--- src/rtl/wpc_pkg.sv ---
// Shared types for the way-predicting cache: response outcome codes and
// controller states. Assumes a two-way organisation throughout.
package wpc_pkg;
    typedef enum logic [1:0] {
        KIND_HIT  = 2'b00,
        KIND_PHIT = 2'b01,
        KIND_MISS = 2'b10
    } kind_e;

    typedef enum logic [2:0] {
        ST_IDLE,
        ST_PROBE1,
        ST_PROBE2,
        ST_PHIT,
        ST_MREQ,
        ST_MWAIT,
        ST_MRESP
    } state_e;
endpackage

--- src/rtl/wpc_way_store.sv ---
// One cache way: valid bits, tags and line data for every set.
// Reads are combinational and gated by rd_en, so a disabled way can
// never report a match. Assumes a fill never coincides with a probe.
module wpc_way_store #(
    parameter int SET_W  = 3,
    parameter int TAG_W  = 8,
    parameter int OFF_W  = 1,
    parameter int DATA_W = 32,
    localparam int SETS  = 1 << SET_W,
    localparam int WORDS = 1 << OFF_W
) (
    input  logic                         clk,
    input  logic                         rst_n,
    input  logic                         rd_en,
    input  logic [SET_W-1:0]             rd_set,
    input  logic [TAG_W-1:0]             rd_tag,
    input  logic [OFF_W-1:0]             rd_off,
    output logic                         hit,
    output logic [DATA_W-1:0]            rd_word,
    input  logic                         wr_en,
    input  logic [SET_W-1:0]             wr_set,
    input  logic [TAG_W-1:0]             wr_tag,
    input  logic [WORDS-1:0][DATA_W-1:0] wr_line
);
    logic [SETS-1:0]                     valid_q;
    logic [TAG_W-1:0]                    tag_q  [SETS];
    logic [WORDS-1:0][DATA_W-1:0]        line_q [SETS];

    // Valid bits: cleared by reset, set when a line is filled.
    always_ff @(posedge clk) begin
        if (!rst_n) valid_q <= '0;
        else if (wr_en) valid_q[wr_set] <= 1'b1;
    end

    // Tag and data storage: written on fill only.
    always_ff @(posedge clk) begin
        if (wr_en) begin
            tag_q[wr_set]  <= wr_tag;
            line_q[wr_set] <= wr_line;
        end
    end

    // Gated probe: match and word only when this way is enabled.
    always_comb begin
        hit     = rd_en && valid_q[rd_set] && (tag_q[rd_set] == rd_tag);
        rd_word = rd_en ? line_q[rd_set][rd_off] : '0;
    end

    AST_FILL_NO_PROBE: assert property (@(posedge clk) disable iff (!rst_n)
        wr_en |-> !rd_en);
endmodule

--- src/rtl/wpc_predictor.sv ---
// Per-set way prediction table. Gives the first way to probe (the
// table entry, or way 0 when PRED_EN is 0) and the victim way (the way
// the entry does not name). Entries reset to way 0.
module wpc_predictor #(
    parameter int SET_W   = 3,
    parameter bit PRED_EN = 1'b1,
    localparam int SETS   = 1 << SET_W
) (
    input  logic             clk,
    input  logic             rst_n,
    input  logic [SET_W-1:0] rd_set,
    output logic             first_way,
    output logic             victim_way,
    input  logic             upd_en,
    input  logic [SET_W-1:0] upd_set,
    input  logic             upd_way
);
    logic [SETS-1:0] tbl_q;

    // Table update on pseudo-hit or refill.
    always_ff @(posedge clk) begin
        if (!rst_n) tbl_q <= '0;
        else if (upd_en) tbl_q[upd_set] <= upd_way;
    end

    generate
        if (PRED_EN) begin : g_pred
            // Predicted order: probe the way the table names.
            always_comb first_way = tbl_q[rd_set];
        end else begin : g_fixed
            // Fixed order: way 0 always first.
            always_comb first_way = 1'b0;
        end
    endgenerate

    // Victim is the way the table does not name.
    always_comb victim_way = ~tbl_q[rd_set];
endmodule

--- src/rtl/wpc_ctrl.sv ---
// Probe sequencer: accepts one request, probes the first way, then the
// other, then fetches and fills on a full miss. Holds the request
// address and the word returned for slow outcomes.
module wpc_ctrl
    import wpc_pkg::*;
#(
    parameter int ADDR_W  = 12,
    parameter int SET_W   = 3,
    parameter int OFF_W   = 1,
    parameter int DATA_W  = 32,
    localparam int WORDS  = 1 << OFF_W,
    localparam int TAG_W  = ADDR_W - SET_W - OFF_W,
    localparam int LADDR_W = ADDR_W - OFF_W
) (
    input  logic                         clk,
    input  logic                         rst_n,
    input  logic                         req_valid,
    input  logic [ADDR_W-1:0]            req_addr,
    output logic                         req_ready,
    output logic                         resp_valid,
    output logic [DATA_W-1:0]            resp_data,
    output kind_e                        resp_kind,
    output logic [1:0]                   rd_en,
    output logic [1:0]                   wr_en,
    input  logic                         hit_any,
    input  logic [DATA_W-1:0]            probe_word,
    output logic [SET_W-1:0]             cur_set,
    output logic [TAG_W-1:0]             cur_tag,
    output logic [OFF_W-1:0]             cur_off,
    input  logic                         first_way,
    input  logic                         victim_way,
    output logic                         pred_upd,
    output logic                         pred_way,
    output logic                         mem_req_valid,
    input  logic                         mem_req_ready,
    output logic [LADDR_W-1:0]           mem_req_line,
    input  logic                         mem_resp_valid,
    input  logic [WORDS-1:0][DATA_W-1:0] mem_resp_line
);
    state_e              state_q, state_d;
    logic [ADDR_W-1:0]   addr_q;
    logic                first_q;
    logic [DATA_W-1:0]   hold_q;

    always_comb begin
        cur_off      = addr_q[OFF_W-1:0];
        cur_set      = addr_q[OFF_W+SET_W-1:OFF_W];
        cur_tag      = addr_q[ADDR_W-1:OFF_W+SET_W];
        mem_req_line = addr_q[ADDR_W-1:OFF_W];
    end

    // Next state and per-state outputs.
    always_comb begin
        state_d       = state_q;
        req_ready     = 1'b0;
        rd_en         = '0;
        wr_en         = '0;
        pred_upd      = 1'b0;
        pred_way      = 1'b0;
        mem_req_valid = 1'b0;
        resp_valid    = 1'b0;
        resp_kind     = KIND_HIT;
        resp_data     = hold_q;
        case (state_q)
            ST_IDLE: begin
                req_ready = 1'b1;
                if (req_valid) state_d = ST_PROBE1;
            end
            ST_PROBE1: begin
                rd_en[first_way] = 1'b1;
                if (hit_any) begin
                    resp_valid = 1'b1;
                    resp_data  = probe_word;
                    state_d    = ST_IDLE;
                end else begin
                    state_d = ST_PROBE2;
                end
            end
            ST_PROBE2: begin
                rd_en[~first_q] = 1'b1;
                if (hit_any) begin
                    pred_upd = 1'b1;
                    pred_way = ~first_q;
                    state_d  = ST_PHIT;
                end else begin
                    state_d = ST_MREQ;
                end
            end
            ST_PHIT: begin
                resp_valid = 1'b1;
                resp_kind  = KIND_PHIT;
                state_d    = ST_IDLE;
            end
            ST_MREQ: begin
                mem_req_valid = 1'b1;
                if (mem_req_ready) state_d = ST_MWAIT;
            end
            ST_MWAIT: begin
                if (mem_resp_valid) begin
                    wr_en[victim_way] = 1'b1;
                    pred_upd = 1'b1;
                    pred_way = victim_way;
                    state_d  = ST_MRESP;
                end
            end
            ST_MRESP: begin
                resp_valid = 1'b1;
                resp_kind  = KIND_MISS;
                state_d    = ST_IDLE;
            end
            default: state_d = ST_IDLE;
        endcase
    end

    // State register.
    always_ff @(posedge clk) begin
        if (!rst_n) state_q <= ST_IDLE;
        else state_q <= state_d;
    end

    // Request address, first-probed way and held response word.
    always_ff @(posedge clk) begin
        if (!rst_n) begin
            addr_q  <= '0;
            first_q <= 1'b0;
            hold_q  <= '0;
        end else begin
            if (state_q == ST_IDLE && req_valid) addr_q <= req_addr;
            if (state_q == ST_PROBE1) first_q <= first_way;
            if (state_q == ST_PROBE2 && hit_any) hold_q <= probe_word;
            if (state_q == ST_MWAIT && mem_resp_valid) hold_q <= mem_resp_line[cur_off];
        end
    end

    AST_BUSY_NOT_READY: assert property (@(posedge clk) disable iff (!rst_n)
        (req_valid && req_ready) |=> !req_ready);
    AST_RESP_SINGLE: assert property (@(posedge clk) disable iff (!rst_n)
        resp_valid |=> !resp_valid);
    AST_HIT_ONE_CYCLE: assert property (@(posedge clk) disable iff (!rst_n)
        (resp_valid && resp_kind == KIND_HIT) |-> $past(req_valid && req_ready));
    AST_PHIT_THREE_CYCLES: assert property (@(posedge clk) disable iff (!rst_n)
        (resp_valid && resp_kind == KIND_PHIT) |-> $past(req_valid && req_ready, 3));
    AST_MEM_REQ_HELD: assert property (@(posedge clk) disable iff (!rst_n)
        (mem_req_valid && !mem_req_ready) |=> (mem_req_valid && $stable(mem_req_line)));
endmodule

--- src/rtl/wpcache_top.sv ---
// Two-way pseudo-associative read cache. Probes one way per cycle in
// predicted (or fixed) order; full misses fetch a whole line from
// memory in one response beat. One request outstanding at a time.
// Assumes OFF_W >= 1 (at least two words per line).
module wpcache_top #(
    parameter int ADDR_W  = 12,
    parameter int DATA_W  = 32,
    parameter int SET_W   = 3,
    parameter int OFF_W   = 1,
    parameter bit PRED_EN = 1'b1,
    localparam int WORDS   = 1 << OFF_W,
    localparam int TAG_W   = ADDR_W - SET_W - OFF_W,
    localparam int LADDR_W = ADDR_W - OFF_W,
    localparam int LINE_W  = DATA_W * WORDS
) (
    input  logic               clk,
    input  logic               rst_n,
    input  logic               req_valid,
    input  logic [ADDR_W-1:0]  req_addr,
    output logic               req_ready,
    output logic               resp_valid,
    output logic [DATA_W-1:0]  resp_data,
    output logic [1:0]         resp_kind,
    output logic [1:0]         way_rd_en,
    output logic               mem_req_valid,
    input  logic               mem_req_ready,
    output logic [LADDR_W-1:0] mem_req_line,
    input  logic               mem_resp_valid,
    input  logic [LINE_W-1:0]  mem_resp_line
);
    import wpc_pkg::*;

    logic [1:0]                   rd_en, wr_en, way_hit;
    logic [DATA_W-1:0]            way_word [2];
    logic [DATA_W-1:0]            probe_word;
    logic                         hit_any;
    logic [SET_W-1:0]             cur_set;
    logic [TAG_W-1:0]             cur_tag;
    logic [OFF_W-1:0]             cur_off;
    logic                         first_way, victim_way, pred_upd, pred_way;
    logic [WORDS-1:0][DATA_W-1:0] fill_line;
    kind_e                        kind;

    // Merge gated way outputs; at most one way is enabled.
    always_comb begin
        fill_line  = mem_resp_line;
        probe_word = way_word[0] | way_word[1];
        hit_any    = |way_hit;
        way_rd_en  = rd_en;
        resp_kind  = kind;
    end

    generate
        for (genvar w = 0; w < 2; w++) begin : g_way
            wpc_way_store #(
                .SET_W(SET_W), .TAG_W(TAG_W), .OFF_W(OFF_W), .DATA_W(DATA_W)
            ) u_way (
                .clk(clk), .rst_n(rst_n),
                .rd_en(rd_en[w]), .rd_set(cur_set), .rd_tag(cur_tag), .rd_off(cur_off),
                .hit(way_hit[w]), .rd_word(way_word[w]),
                .wr_en(wr_en[w]), .wr_set(cur_set), .wr_tag(cur_tag), .wr_line(fill_line)
            );
        end
    endgenerate

    wpc_predictor #(.SET_W(SET_W), .PRED_EN(PRED_EN)) u_pred (
        .clk(clk), .rst_n(rst_n), .rd_set(cur_set),
        .first_way(first_way), .victim_way(victim_way),
        .upd_en(pred_upd), .upd_set(cur_set), .upd_way(pred_way)
    );

    wpc_ctrl #(
        .ADDR_W(ADDR_W), .SET_W(SET_W), .OFF_W(OFF_W), .DATA_W(DATA_W)
    ) u_ctrl (
        .clk(clk), .rst_n(rst_n),
        .req_valid(req_valid), .req_addr(req_addr), .req_ready(req_ready),
        .resp_valid(resp_valid), .resp_data(resp_data), .resp_kind(kind),
        .rd_en(rd_en), .wr_en(wr_en), .hit_any(hit_any), .probe_word(probe_word),
        .cur_set(cur_set), .cur_tag(cur_tag), .cur_off(cur_off),
        .first_way(first_way), .victim_way(victim_way),
        .pred_upd(pred_upd), .pred_way(pred_way),
        .mem_req_valid(mem_req_valid), .mem_req_ready(mem_req_ready),
        .mem_req_line(mem_req_line), .mem_resp_valid(mem_resp_valid),
        .mem_resp_line(fill_line)
    );

    AST_NO_PROBE_IDLE: assert property (@(posedge clk) disable iff (!rst_n)
        req_ready |-> (way_rd_en == 2'b00));
    AST_PROBE_ONE_WAY: assert property (@(posedge clk) disable iff (!rst_n)
        (req_valid && req_ready) |=> $onehot(way_rd_en));
endmodule

--- config.mk ---
export PLATFORM = sky130hd
export DESIGN_NAME = wpcache_top
export DESIGN_NICKNAME = d
export VERILOG_FILES = /design/src/rtl/wpc_pkg.sv /design/src/rtl/wpc_way_store.sv /design/src/rtl/wpc_predictor.sv /design/src/rtl/wpc_ctrl.sv /design/src/rtl/wpcache_top.sv
export SDC_FILE = /design/constraint.sdc
export NUM_CORES = 1
export LEC_CHECK = 0
export BUFFER_PORTS_ARGS = -buffer_cell sky130_fd_sc_hd__buf_2
export CAP_MARGIN = 40
export CORE_MARGIN = 2
export CORE_UTILIZATION = 42
export DETAILED_ROUTE_END_ITERATION = 16
export HOLD_SLACK_MARGIN = 0.02
export PLACE_DENSITY = 0.64
export RECOVER_POWER = 100
export SLEW_MARGIN = 20
export SYNTH_ARGS = -nofsm -noshare
export SYNTH_HDL_FRONTEND = slang
export SYNTH_SLANG_ARGS = --single-unit
--- constraint.sdc ---
create_clock -name clk -period 4.7 [get_ports clk]
set_input_delay 0.235 -clock clk [delete_from_list [all_inputs] [get_ports clk]]
set_output_delay 0.235 -clock clk [all_outputs]
set_load 0.01 [all_outputs]
Word level (Yosys, flattened, before mapping) --
Memories as Yosys holds them, arrays and structs flattened. A register that Yosys moved wholly into a read port is not among the register bits. Cells that the tools add are included.
Word-level totals: register bits 72, RAM bits 1152, output and inout port bits 50, memories 4
Memories:
- g_way[0].u_way.line_q | depth 8, width 64, rd ports 1, clocked after Yosys merged registers in 1, write ports 1, RTL line wpc_way_store.sv:27 | logic [WORDS-1:0][DATA_W-1:0] line_q [SETS];
- g_way[1].u_way.line_q | depth 8, width 64, rd ports 1, clocked after Yosys merged registers in 1, write ports 1, RTL line wpc_way_store.sv:27
- g_way[0].u_way.tag_q | depth 8, width 8, rd ports 1, clocked after Yosys merged registers in 1, write ports 1, RTL line wpc_way_store.sv:26 | logic [TAG_W-1:0] tag_q [SETS];
- g_way[1].u_way.tag_q | depth 8, width 8, rd ports 1, clocked after Yosys merged registers in 1, write ports 1, RTL line wpc_way_store.sv:26
Cells by class: order comparisons 9, equality and inequality tests 11, mux-type cells 58, bitwise logic cells 5, reductions and logical operators 16
Operators by type and width (count):
- $mux 32 | 12
- $mux 3 | 12
- $or 32x32->32 | 1
- $mux 1 | 17
- $eq 8x8->1 | 2
- $or 8x8->8 | 2
- $pmux 3 s5 | 1
- $logic_and 1x1->1 | 11
- $bmux 1 s3 | 3
- $eq 3x3->1 const B | 3
- $bwmux 8 | 1
- $lt 1x2->1 const B | 4
- $pmux 2 s2 | 2
- $eq 3x2->1 const B | 2
- $mux 2 | 3
- $ne 2x2->1 const B | 3
- $pmux 1 s2 | 3
- $lt 3x4->1 const B | 1
- $reduce_or 2->1 | 2
- $demux 1 s1 | 3
- $demux 1 s3 | 1
- $eq 3x1->1 const B | 1
- $ge 1x1->1 const B | 3
- $ge 3x1->1 const B | 1
- 4 further kinds | 5

Longest topological paths before layout --
depth after elaboration 13, mapped depth 13, depth with buffers taken out 8

By module --
A second synthesis with hierarchy kept.
Unflattened totals: cell total of the unflattened synthesis 2115, area, all modules 48343.9 um^2
Modules (own cells, without submodules):
- wpc_way_store at g_way[0].u_way | times used 1, cells each 879, area each 22236.3 um^2, seq. area each 17456.7 um^2
- wpc_way_store at g_way[1].u_way | times used 1, cells each 879, area each 22210.1 um^2, seq. area each 17456.7 um^2
- wpc_ctrl | times used 1, cells each 287, area each 3248.1 um^2, seq. area each 960.9 um^2
- wpc_predictor | times used 1, cells each 37, area each 442.9 um^2, seq. area each 160.2 um^2
- wpcache_top | times used 1, cells each 33, area each 206.4 um^2, seq. area each 0.0 um^2

Worst setup path before layout --
No wires, ideal clock.
kind reg2reg, from register u_ctrl.addr_q[2], to memory g_way[1].u_way.line_q[0][0] (netlist bit) (enable), library setup time 0.504 ns, arrival time 4.512 ns, data required time 4.196 ns, path slack -0.316 ns, cell stages (with the launch flop) 6, path buffers 0, period minus slack after synthesis 5.016 ns, path through dfxtp_1 > mux2_2 > a221o_1 > a21oi_1 > nand2_1 > nor2_1
On the way: cells in the longest elaborated chain, start to end 11, elaborated cells between the ends (all ways) 12, those cells by class order compare: 2; mux: 8; bitwise: 1; reduce/logical: 1
Ends and longest elaborated chain:
- start: declaration | RTL line wpc_ctrl.sv:41 | logic [ADDR_W-1:0] addr_q;
- start signal: assignment | RTL line wpc_ctrl.sv:128 | if (state_q == ST_IDLE && req_valid) addr_q <= req_addr;
- $bmux 1 s3 | RTL line wpc_predictor.sv:37 | always_comb victim_way = ~tbl_q[rd_set];
- $mux 1 (implied by the code) | RTL line wpc_predictor.sv:37
- $not 1->1 | RTL line wpc_predictor.sv:37
- $lt 1x2->1 (implied by the code) / $ge 1x1->1 (equally long branches) | RTL line wpc_ctrl.sv:100 | wr_en[victim_way] = 1'b1;
- $logic_and 1x1->1 (implied by the code) | RTL line wpc_ctrl.sv:100
- $mux 1 (implied by the code) | RTL line wpc_ctrl.sv:100
- $demux 1 s1
- $mux 2 | RTL line wpc_ctrl.sv:99 | if (mem_resp_valid) begin
- $mux 2 | RTL line wpc_ctrl.sv:64 | case (state_q)
- $mux 1 | RTL line wpc_way_store.sv:37 | if (wr_en) begin
- $mux 1 (implied by the code) | RTL line wpc_way_store.sv:39 | line_q[wr_set] <= wr_line;
- end: declaration | RTL line wpc_way_store.sv:27
Several ways; a longest one is shown, not always the timed one. The select of a mux whose other input is x is not followed.

Worst setup path in the final report --
from register u_ctrl.addr_q[2], to output port resp_data[19]
On the way: cells in the longest elaborated chain, start to end 12, elaborated cells between the ends (all ways) 22, those cells by class order compare: 2; mux: 13; bitwise: 1; reduce/logical: 6
Ends and longest elaborated chain:
- $bmux 1 s3 | RTL line wpc_predictor.sv:29 | always_comb first_way = tbl_q[rd_set];
- $mux 1 (implied by the code) | RTL line wpc_predictor.sv:29
- $lt 1x2->1 (implied by the code) / $ge 1x1->1 (equally long branches) | RTL line wpc_ctrl.sv:70 | rd_en[first_way] = 1'b1;
- $logic_and 1x1->1 (implied by the code) | RTL line wpc_ctrl.sv:70
- $mux 1 (implied by the code) | RTL line wpc_ctrl.sv:70
- $demux 1 s1
- $pmux 2 s2 | RTL line wpc_ctrl.sv:64
- $logic_and 1x1->1 (2 in a row) | RTL line wpc_way_store.sv:45 | hit = rd_en && valid_q[rd_set] && (tag_q[rd_set] == rd_tag);
- $reduce_or 2->1 | RTL line wpcache_top.sv:48 | hit_any = |way_hit;
- $mux 32 (*) | RTL line wpc_ctrl.sv:71 | if (hit_any) begin
- $mux 32 (*) | RTL line wpc_ctrl.sv:64
- end: declaration | RTL line wpcache_top.sv:22 | output logic [DATA_W-1:0] resp_data,
Every way passes the cells marked *; elsewhere a longest branch is shown, timed or not. The select of a mux whose other input is x is not followed.

==> flow_results.org <==
** Outcome
- The flow ran to the end, but the final reports show violations.
- Violated checks :: capacitance limit, slew limit

** Global routing
- Via count of the first global-routing pass :: 24.75k
- In the global route stage, overall resource usage came out at 0.1937.
- Remaining global-route overflow :: 0
- Antenna violations before repair :: 10
- Pin count of the biggest net entering global routing :: about 80
- Wire length of the first global-routing pass :: between 150000 and 200000 µm

** Drt
- DRT iter0 DRCs :: 2415
- Detailed Route WL :: 112900 µm
- Average wire per standard cell :: 27.54 µm
- The routed layout has 23.77k vias.
- The first detailed-routing pass ran for 8 iterations.
- Residual antenna-violating net count after detailed routing :: 0
- After detailed routing, the number of vias per cell comes to 5.796.
- Remaining routing DRC violations :: 0

** Synthesis
- Dividing the synthesized area by the synthesized cell count gives around 22 µm².
- Synthesized instance count :: roughly 2.2k
- Of the post-synthesis cell area, the dominant cell type holds 0.7209.
- Of all cell types, the one taking the most synthesized area is edfxtp_1.
- Share of async-settable or async-resettable flops after synthesis :: 0
- The number of nets in the synthesized netlist is around 2.3k.
- Ranked by instance count, the synthesized netlist is headed by edfxtp_1, mux4_2, o21ai_0.
- Register bit count reported by yosys :: roughly 1.2k
- Number of warning messages in the yosys log :: 0
- Dominant register cell in the synthesized netlist :: edfxtp_1
- After synthesis, the netlist uses 60 different library cells.
- Cell with the most instances after synthesis :: edfxtp_1
- Netlist Area Pre-Place :: about 48000 µm²
- In this run, synthesis inferred about 1.2k flip-flops with an integrated enable.
- Share of synthesized area occupied by flip-flops and latches :: 0.7522
- Top cells by area, synth :: edfxtp_1, mux4_2, dfxtp_1

** Hold path
- The worst hold path passes through 5 cells.
- Class of the worst hold path :: in -> reg

** Clocking
- CTS H-tree lvls :: 3
- Clock-pin slew was measured on the worst setup and hold paths at approximately 0.060 ns.
- Root buf cell :: clkbuf_16
- For the worst-skew pair, the clock arrives at the later sink with an insertion delay of between 0.6 and 0.7 ns.
- TritonCTS built the clock tree.
- Cts bufs inserted :: 114
- CTS max path bufs :: 3
- The clock drives 1227 sinks.

** Setup path
- Cell breakdown of the critical path :: mux2_2 > a221o_1 > a211o_1 > a22oi_1 > nand4_1 > o32a_4 > nand2b_4 > buf_12 > o21ai_0 > buf_4 > buf_2
- Standard cell with the maximum stage delay on the critical path :: dfxtp_1
- The critical path is of the reg -> out type.
- Highest cell delay on the worst timing path :: 0.57 ns
- STA puts the critical path data required time at 4.47 ns.
- STA classifies the critical path startpoint as a register.
- Of all nets on the critical path, the largest fanout is 17.
- The worst setup path is captured at a primary output.
- Count of cells along the worst register-to-register path :: 6
- Data arrival time at the worst-slack endpoint :: 4.31 ns

** Timing
- Setup repair after global routing could not meet its margin everywhere.
- The clock arrives with around 0.026 ns of skew.
- Period utilisation layout :: 0.9664
- Achievable Freq :: 220.2 MHz
- Shortest clock period the worst path allows after layout :: 4.542 ns
- Setup Viol. Count Final :: 0
- Max-slew violation count :: 430
- Headroom to the max-slew limit came out at -0.3857.
- Hold Fails Final Rpt :: 0
- Transition time of the tightest slew-check pin :: roughly 2.1 ns

** Finish
- From synthesis to final layout, the design area changed by 14.64%.
- For this run, the post-layout net count is 2565.
- Measured on the finished design, the core utilization comes to 0.4830.
- Fill cells in the final layout number between 9k and 10k.
- Of the cells placed in the final design, the portion with a size suffix greater than 1 is 0.2727.

** Flow run
- The tool flagged a number of max-cap violations equal to 12.

** Place
- Count of input and output buffers :: 130
- The wire-length estimate of the detail-placed layout is 60090 µm.
- Routability Congestion :: 0.7649

** Floorplanning
- Height of the die :: 342.0 µm
- Die span in x :: 342.0 µm
- The die covers 117000 µm².
- The initial utilization of the core area, before any placement, comes to 0.4214.
- The floorplan has 124 rows.
- In this run the count of I/O pins placed on the die edge is 131.
- The total area inside the core boundary comes to 113900 µm².

** Power and ir drop
- Total power density per cell area :: 412.0 nW/µm²
- Total chip power :: 22.66 mW
- The analysis attributes to cell leakage a power of 16.63 nW.
- Across the VDD grid, the largest voltage drop is 0.0003102 V.
==> flip-flops by register name, indices dropped and copies added (netlist names), named ones only <==
signal,cells
g_way.u_way.tag_q,128
g_way.u_way.valid_q,16
u_pred.tbl_q,8
u_ctrl.addr_q,12
u_ctrl.state_q,3
g_way.u_way.line_q,1024
u_ctrl.hold_q,32
u_ctrl.first_q,1
==> path summary, 6_finish.rpt <==
kind / slack, ns / end / from
max: 0.16 / resp_data[19] / u_ctrl.addr_q[2]
min: 0.07 / u_ctrl.state_q[1] / mem_req_ready
max reg2reg: 0.21 / g_way[1].u_way.line_q[6][47] / u_ctrl.addr_q[2]
min reg2reg: 0.47 / u_ctrl.hold_q[25] / u_ctrl.hold_q[25]
==> final cells by class <==
type / instances / area, µm² / area share
clock inverters: 70 / 546.8 / 0.009940
well taps: 1512 / 1892 / 0.03439
inverters: 36 / 135.1 / 0.002457
diodes: 7 / 17.52 / 0.0003184
repair buffers: 291 / 2160 / 0.03926
flip-flops and latches: 1227 / 36110 / 0.6564
multi-input cells: 814 / 11070 / 0.2013
clock buffers: 144 / 3077 / 0.05593
==> kinds of logic (layout without fill, tap and decap cells) <==
group                     count (synthesis)  count (layout)  synth area share
DFF                                    1227            1227            0.7522
buffers and inverters                   174             541           0.01627
AOI/OAI and AO/OA                       241             241           0.03578
xor gates and xnor gates                 14              14          0.002555
other                                     0               7                 0
and+or+nand+nor                         148             149           0.01638
muxes                                   410             410            0.1768
==> layout by cell type, fill, tap and decap left out, types with 7 or more instances in the layout <==
master	netlist	final
mux4_2	343	343
clkinvlp_4	0	9
xor2_1	9	9
buf_4	10	30
diode_2	0	7
o31ai_1	7	7
clkbuf_2	2	13
clkinv_1	0	23
nand3_1	8	7
a21boi_0	13	13
dlygate4sd3_1	0	77
mux2_2	35	35
clkbuf_4	0	8
clkinv_2	0	21
buf_12	0	16
edfxtp_1	1152	1152
clkbuf_1	74	107
nor3_1	12	12
buf_2	40	52
o21ai_0	102	96
clkbuf_8	0	9
o21a_1	16	16
nor3b_1	8	14
nor2_1	33	26
inv_6	0	7
mux2i_1	29	29
nand2_1	44	43
dfxtp_1	75	71
o21ai_1	10	15
clkbuf_16	0	115
a22oi_1	35	35
nor2b_1	7	7
a221oi_1	13	28
inv_1	36	35
==> through the flow <==
| stage | hold slack, ns | setup WS [ns] | instance area [µm²] | cells | TNS, ns |
|---|---|---|---|---|---|
| 3_5_place_dp | 0.4518 | 0.4412 | 51030 | 3794 | 0 |
| 4_1_cts | 0.02581 | 0.06270 | 55530 | 4091 | 0 |
| 6_report | 0.07176 | 0.1577 | 55010 | 4101 | 0 |
| 5_1_grt | 0.09812 | -0.02080 | 55000 | 4097 | -0.02252 |
| 3_3_place_gp | 0.4435 | 0.4158 | 50970 | 3791 | 0 |
| 2_1_floorplan | 0.3339 | -0.3163 | 47990 | 2214 | -313.29 |
==> worst max-delay path: cells and delay by family, from the launching register on <==
family                 cells  cell delay (ns)
AND/OR/NAND/NOR            2             0.42
multiplexers               1             0.40
AO/OA/AOI/OAI              5             1.70
flip-flops                 1             0.57
buffers and inverters      3             0.49
==> repair_timing <==
item / 4_1_cts / 5_1_grt
hold buffers: 77 / 0
cloned: 2 / 0
buffers inserted: 4 / 0
resized for setup: 9 / 3
setup endpoints to repair: 13 / 8
pin swaps: 0 / 0
hold endpoints to repair: 1045 / 0
==> where the power goes <==
group          internal [mW]  total (mW)  switching [mW]
registers               12.0        12.1          0.0947
clock network           4.97        8.89            3.92
logic                  0.780        1.70           0.915
total                   17.7        22.7            4.93
==> per-layer routing <==
| layer | vias to the layer above | part of all wire | wire length, µm | global-route usage |
|---|---|---|---|---|
| li1 | 9893 | - | - | - |
| met1 | 12750 | 0.40 | 45180 | 0.2588 |
| met2 | 961 | 0.50 | 56790 | 0.3268 |
| met3 | 158 | 0.074 | 8347 | 0.03468 |
| met4 | 8 | 0.023 | 2578 | 0.05620 |
| met5 | - | 0.00042 | 47 | 0 |
No activity file was read; power rests on OpenSTA's default activity.
